<file path="src/rtl/irqd_pkg.sv">
package irqd_pkg;

  localparam int ENTRY_W    = 64;
  localparam logic [2:0] DLV_EXTINT = 3'd7;

  typedef struct packed {
    logic [7:0] dest;
    logic       dest_mode;
    logic [2:0] dlv;
    logic [7:0] vector;
    logic       polarity;
    logic       level;
  } irqd_msg_t;

  function automatic irqd_msg_t decode_entry(input logic [ENTRY_W-1:0] e);
    irqd_msg_t m;
    m.dest      = e[63:56];
    m.dest_mode = e[11];
    m.dlv       = e[10:8];
    m.vector    = (e[10:8] == DLV_EXTINT) ? 8'hFF : e[7:0];
    m.polarity  = e[13];
    m.level     = e[15];
    return m;
  endfunction

endpackage

</file>
<file path="src/rtl/irqd_capture.sv">
module irqd_capture #(
  parameter int N = 24
) (
  input  logic         clk,
  input  logic         rst_n,
  input  logic [N-1:0] irq_in,
  input  logic [N-1:0] level_cfg,
  input  logic [N-1:0] clr_edge,
  output logic [N-1:0] pend,
  output logic [N-1:0] rise
);

  logic [N-1:0] prev_q;

  always_ff @(posedge clk or negedge rst_n) begin
    if (!rst_n) prev_q <= '0;
    else        prev_q <= irq_in;
  end

  assign rise = irq_in & ~prev_q;

  for (genvar i = 0; i < N; i++) begin : g_pin
    always_ff @(posedge clk or negedge rst_n) begin
      if (!rst_n)            pend[i] <= 1'b0;
      else if (level_cfg[i]) pend[i] <= irq_in[i];
      else if (rise[i])      pend[i] <= 1'b1;
      else if (clr_edge[i])  pend[i] <= 1'b0;
    end
  end

endmodule

</file>
<file path="src/rtl/irqd_pick.sv">
module irqd_pick #(
  parameter int N     = 24,
  parameter int IDX_W = $clog2(N)
) (
  input  logic [N-1:0]     req,
  output logic             found,
  output logic [IDX_W-1:0] idx,
  output logic [N-1:0]     upto
);

  always_comb begin
    found = 1'b0;
    idx   = '0;
    for (int i = N - 1; i >= 0; i--) begin
      if (req[i]) begin
        found = 1'b1;
        idx   = IDX_W'(i);
      end
    end
  end

  for (genvar i = 0; i < N; i++) begin : g_upto
    assign upto[i] = found && (i <= int'(idx));
  end

endmodule

</file>
<file path="src/rtl/irqd_sequencer.sv">
module irqd_sequencer
  import irqd_pkg::*;
#(
  parameter int N     = 24,
  parameter int IDX_W = $clog2(N)
) (
  input  logic             clk,
  input  logic             rst_n,
  input  logic             trig,
  input  logic             cand_found,
  input  logic [IDX_W-1:0] cand_idx,
  input  logic [N-1:0]     cand_upto,
  input  irqd_msg_t        cand_msg,
  input  logic             msg_ready,
  output logic [N-1:0]     scope,
  output logic             active,
  output logic             msg_valid,
  output logic [IDX_W-1:0] msg_pin,
  output irqd_msg_t        msg_q,
  output logic [N-1:0]     clr_edge
);

  logic         armed_q;
  logic         in_pass_q;
  logic [N-1:0] todo_q;
  logic         consume;
  logic         accept;

  assign active  = in_pass_q | armed_q;
  assign scope   = in_pass_q ? todo_q : '1;
  assign consume = !in_pass_q && armed_q && !msg_valid;
  assign accept  = msg_valid && msg_ready;

  always_comb begin
    clr_edge = '0;
    if (accept && !msg_q.level) clr_edge[msg_pin] = 1'b1;
  end

  always_ff @(posedge clk or negedge rst_n) begin
    if (!rst_n) begin
      armed_q   <= 1'b0;
      in_pass_q <= 1'b0;
      todo_q    <= '0;
      msg_valid <= 1'b0;
      msg_pin   <= '0;
      msg_q     <= '0;
    end else begin
      armed_q <= (consume ? 1'b0 : armed_q) | trig;
      if (msg_valid) begin
        if (msg_ready) msg_valid <= 1'b0;
      end else if (active) begin
        if (cand_found) begin
          msg_valid <= 1'b1;
          msg_pin   <= cand_idx;
          msg_q     <= cand_msg;
          todo_q    <= scope & ~cand_upto;
          in_pass_q <= 1'b1;
        end else begin
          in_pass_q <= 1'b0;
        end
      end
    end
  end

endmodule

</file>
<file path="src/rtl/irq_dispatch_top.sv">
module irq_dispatch_top
  import irqd_pkg::*;
#(
  parameter int NUM_PINS = 24,
  parameter int PIN_W    = $clog2(NUM_PINS)
) (
  input  logic                        clk,
  input  logic                        rst_n,
  input  logic [NUM_PINS-1:0]         irq_in,
  input  logic [NUM_PINS*ENTRY_W-1:0] entry_flat,
  input  logic [NUM_PINS-1:0]         entry_wr,
  output logic                        msg_valid,
  input  logic                        msg_ready,
  output logic [PIN_W-1:0]            msg_pin,
  output logic [7:0]                  msg_dest,
  output logic                        msg_dest_mode,
  output logic [2:0]                  msg_dlv_mode,
  output logic [7:0]                  msg_vector,
  output logic                        msg_polarity,
  output logic                        msg_trigger
);

  irqd_msg_t           dec [NUM_PINS];
  logic [NUM_PINS-1:0] mask_vec;
  logic [NUM_PINS-1:0] level_cfg;
  logic [NUM_PINS-1:0] unused_res;

  for (genvar i = 0; i < NUM_PINS; i++) begin : g_dec
    logic [ENTRY_W-1:0] e;
    assign e            = entry_flat[i*ENTRY_W +: ENTRY_W];
    assign dec[i]       = decode_entry(e);
    assign mask_vec[i]  = e[16];
    assign level_cfg[i] = e[15];
    assign unused_res[i] = ^{e[55:17], e[14], e[12]};
  end

  logic [NUM_PINS-1:0] pend, rise, clr_edge, scope, cand_req, cand_upto;
  logic                active, cand_found, trig;
  logic [PIN_W-1:0]    cand_idx;
  irqd_msg_t           cand_msg, msg_q;

  assign trig = (|rise) | (|entry_wr);

  irqd_capture #(.N(NUM_PINS)) u_cap (
    .clk       (clk),
    .rst_n     (rst_n),
    .irq_in    (irq_in),
    .level_cfg (level_cfg),
    .clr_edge  (clr_edge),
    .pend      (pend),
    .rise      (rise)
  );

  assign cand_req = active ? (scope & pend & ~mask_vec) : '0;

  irqd_pick #(.N(NUM_PINS), .IDX_W(PIN_W)) u_pick (
    .req   (cand_req),
    .found (cand_found),
    .idx   (cand_idx),
    .upto  (cand_upto)
  );

  assign cand_msg = dec[cand_idx];

  irqd_sequencer #(.N(NUM_PINS), .IDX_W(PIN_W)) u_seq (
    .clk        (clk),
    .rst_n      (rst_n),
    .trig       (trig),
    .cand_found (cand_found),
    .cand_idx   (cand_idx),
    .cand_upto  (cand_upto),
    .cand_msg   (cand_msg),
    .msg_ready  (msg_ready),
    .scope      (scope),
    .active     (active),
    .msg_valid  (msg_valid),
    .msg_pin    (msg_pin),
    .msg_q      (msg_q),
    .clr_edge   (clr_edge)
  );

  assign msg_dest      = msg_q.dest;
  assign msg_dest_mode = msg_q.dest_mode;
  assign msg_dlv_mode  = msg_q.dlv;
  assign msg_vector    = msg_q.vector;
  assign msg_polarity  = msg_q.polarity;
  assign msg_trigger   = msg_q.level;

endmodule

</file>
<file path="config.mk">
export PLATFORM = sky130hd
export DESIGN_NAME = irq_dispatch_top
export DESIGN_NICKNAME = d
export VERILOG_FILES = /design/src/rtl/irqd_pkg.sv /design/src/rtl/irqd_capture.sv /design/src/rtl/irqd_pick.sv /design/src/rtl/irqd_sequencer.sv /design/src/rtl/irq_dispatch_top.sv
export SDC_FILE = /design/constraint.sdc
export NUM_CORES = 1
export LEC_CHECK = 0
export ABC_CLOCK_PERIOD_IN_PS = 4500
export BUFFER_PORTS_ARGS = -buffer_cell sky130_fd_sc_hd__clkbuf_2
export CAP_MARGIN = 20
export CELL_PAD_IN_SITES_DETAIL_PLACEMENT = 1
export CELL_PAD_IN_SITES_GLOBAL_PLACEMENT = 2
export CORE_AREA = 2 2 624 626
export CTS_BUF_LIST = sky130_fd_sc_hd__clkbuf_2 sky130_fd_sc_hd__clkbuf_4 sky130_fd_sc_hd__clkbuf_8
export DETAILED_ROUTE_END_ITERATION = 10
export DIE_AREA = 0 0 626 628
export GPL_TIMING_DRIVEN = 0
export PLACE_DENSITY = 0.3
export SETUP_SLACK_MARGIN = 0.2
export SLEW_MARGIN = 20
export SYNTH_ARGS = -nofsm -noshare
export SYNTH_HDL_FRONTEND = slang
export SYNTH_SLANG_ARGS = --single-unit
</file>
<file path="constraint.sdc">
create_clock -name clk -period 4.5 [get_ports clk]
set_input_delay 0.9 -clock clk [delete_from_list [all_inputs] [get_ports clk]]
set_output_delay 0.9 -clock clk [all_outputs]
set_load 0.02 [all_outputs]
</file>
==> impl_metrics.ini <==
[worst_setup_path]
path_cells = clkbuf_2, nand2b_1, a21oi_1, or3_1, a211o_4, a2111o_2, nand2_8, buf_12, buf_4, mux2i_1, o21ai_0, nor4_4, o21ai_0
cp-start-kind = input port
crit_type = in -> reg
cpMostUsedCell = o21ai_0
critPathArrivalTime_ps = 4600
rr_worst_depth = 14
r2r_setup_slack_ps = 310
crit_buf_inv = 3
reg2reg_to = u_seq.msg_q[20]$_DFFE_PN0P_
r2r-start = u_seq.in_pass_q$_DFFE_PN0P_
crit_start = entry_flat[720]
crit_path_end_kind = flop
cp_top_family = compound AO/OA/AOI/OAI gates
path_max_fanout = 10
required_ps = 4870
slowest_stage = a2111o_2
max_stage_delay_ps = 550

[logic_synthesis]
ys_warn_count = 0
synth_area_um2 = 9650
syn-num-nets = 2841
avgSynthCellArea_um2 = 7.69
synth-edff-count = 0
synth-seq-cells = 102
synth_cell_type_count = 79
synth-async-reset-ratio = 1.00
syn_inst = 1254
synth-seq-area-share = 0.265
ys.flop_type = dfrtp_1

[clock_tree]
worstSkewPairLatency_ps = 520
cts_root_buf = clkbuf_8
clock_sinks = 102
numCtsBuffers = 9
clkSlewWorstSetupHoldPaths_ps = 190
tritoncts = yes
cts_buffer_depth = 2
cts_max_level = 3

[timing]
tightest_slew_ps = 998
holdWs_ps = 323
fin_tns_setup_ps = 0
finalSetupViolations = 0
fmax_ghz = 0.237
finalHoldViolCount = 0
fin_crit_sh = 0.939
slew_viol_final = 0
finalCriticalPeriod_ps = 4230
worst_slack_ps = 275
relSlewSlack = 0.329
rsz0062_at_grt = yes
skew_ps = 42.6

[detailed_routing]
drtIter0Drc = 715
drt_pass1_iterations = 5
vias_per_cell = 1.97
drcViolationCount = 0
wirelength_um = 162000
drtAntennaViolNets = 0
post_drt_wl_per_cell_um = 22.6
vias = 14100

[global_routing]
antenna_found_initial = 132
grt_overflow = 0
globalRouteTotalUtil = 0.0801
grt_pass1_wl_um = 196000
grt_pass1_vias = 15000
grt_max_degree = 57

[pwr]
internal-power_mw = 5.21
powerDensity_nw_per_um2 = 695
power.leakage_nw = 7.22
pwr-share-comb = 0.845
switching_share = 0.648
pwr-share-clk = 0.056
power_mw = 14.8
p_switching_mw = 9.58
ir_worst_vdd_v = 0.000352
seq_power_share = 0.099

[cells_and_area]
stdcell_area_um2 = 21300
fillers = 46400
area_delta_synth_final_pct = 121
multi_input_area_um2 = 7270
layout.nets = 3537
finalNonFillerCells = 7179
seqCellArea_um2 = 2560
drive_gt1_frac = 0.468
final_core_util = 0.0550

[floorplanning]
ios = 1615
initial_core_util = 0.0249
rows = 229
die-area_um2 = 393000
coreArea_um2 = 387000
die_w_um = 626
die_height_um = 628

[place]
pre_cts_ws_ps = -2230
placed_cells = 7103
port_buffers = 630
place_congestion = 0.787
post_dp_cell_area_um2 = 19800
dp_hpwl_um = 146000

[run]
maxCapViolations = 0

[worst_hold_path]
hold_class = in -> async

[run_status]
status = complete, no violations
[kinds of logic (layout without fill, tap and decap cells)]
| logic type | Yosys count | count (layout) | synth area share |
|---|---|---|---|
| buf+inv | 139 | 840 | 0.0634 |
| flops | 102 | 102 | 0.265 |
| other cells | 0 | 27 | 0 |
| compound gates | 494 | 494 | 0.347 |
| simple gates | 436 | 436 | 0.238 |
| mux | 83 | 83 | 0.0869 |
[Yosys cell counts (all sizes together) (6+ instances only)]
cell type,count,share of area
nor4,27,0.021
a21oi,79,0.042
nand2,131,0.051
a211oi,16,0.014
nand3b,8,0.0062
o2111ai,8,0.0073
buf,57,0.032
dfrtp,102,0.26
a31o,8,0.0073
nand3,14,0.0086
and3,22,0.014
a22o,25,0.023
or3,18,0.012
a31oi,23,0.016
and2,7,0.0045
clkbuf,43,0.017
a222oi,8,0.0083
nand2b,30,0.020
o22ai,44,0.029
a221oi,12,0.011
inv,39,0.015
o211ai,21,0.016
o221ai,36,0.033
o21ai,139,0.072
nor2,55,0.022
o31ai,18,0.014
nor2b,20,0.013
o21bai,6,0.0051
o211a,7,0.0073
mux2i,80,0.083
nor3,83,0.049
[worst max-delay path by stage]
stage	end	cells after the start	slack, ps
finish	u_seq.msg_q[20]$_DFFE_PN0P_	13	270
global route	u_seq.msg_q[4]$_DFFE_PN0P_	14	100
CTS	u_seq.msg_q[18]$_DFFE_PN0P_	12	140
detailed placement	u_seq.msg_q[18]$_DFFE_PN0P_	12	-2230
global placement	u_seq.msg_q[16]$_DFFE_PN0P_	12	-3800
floorplan	u_seq.msg_q[10]$_DFFE_PN0P_	12	1090
[cell usage in the layout, fill, tap and decap left out, types with 19 or more instances in the layout]
| cell | synthesis | routed |
|---|---|---|
| nand2_1 | 131 | 122 |
| o221ai_1 | 36 | 36 |
| dfrtp_1 | 102 | 98 |
| clkbuf_2 | 0 | 638 |
| a21oi_1 | 77 | 67 |
| mux2i_1 | 80 | 70 |
| a22o_1 | 25 | 25 |
| nor2_1 | 53 | 45 |
| and3_1 | 22 | 22 |
| buf_4 | 4 | 59 |
| nand2b_1 | 29 | 25 |
| o21ai_0 | 128 | 125 |
| nor2b_1 | 20 | 19 |
| inv_1 | 39 | 39 |
| diode_2 | 0 | 27 |
| o22ai_1 | 44 | 42 |
| o211ai_1 | 21 | 21 |
| nor3_1 | 75 | 69 |
| a31oi_1 | 22 | 20 |
[metal layers]
layer / routed length (um) / global-route usage / part of all wire / up-vias
met3: 8470 / 0.0163 / 0.052 / 179
met5: 360 / 0 / 0.0022 / -
met1: 70100 / 0.100 / 0.43 / 7006
met2: 80900 / 0.143 / 0.50 / 624
li1: - / - / - / 6254
met4: 2100 / 0.0101 / 0.013 / 56
[power by group through the flow]
| stage | combinational (mW) | sequential [mW] | clock, mW |
|---|---|---|---|
| global route | 13.5 | 1.49 | 0.933 |
| finish | 12.5 | 1.46 | 0.835 |
| global placement | 11.2 | 1.50 | 0 |
| detailed placement | 11.8 | 1.50 | 0 |
| CTS | 13.0 | 1.48 | 0.936 |
| floorplan | 4.27 | 1.42 | 0 |
[registers in the layout, indices dropped and copies added (netlist names)]
signal and flops:
u_seq.msg_q 22, u_seq.armed_q 1, u_cap.pend 24, u_seq.msg_pin 5, u_cap.prev_q 24, u_seq.in_pass_q 1, u_seq.msg_valid 1, u_seq.todo_q 24
[final cells by class]
type,count,area share
diodes,27,0.00317
plain buffers,100,0.0375
clock buffers,9,0.00582
clock inverters,7,0.00417
inverters,39,0.00688
multi-input cells,1013,0.342
flip-flops and latches,102,0.120
well taps,5197,0.306
repair buffers,685,0.175
[what timing repair did]
action                                  in CTS  in global routing
setup buffers                               26                  6
endpoints found under the setup margin      46                 22
pin swaps                                   32                 11
resized for setup                          185                 40
hold buffers                                 0                  0
(Power assumes the default switching activity.)
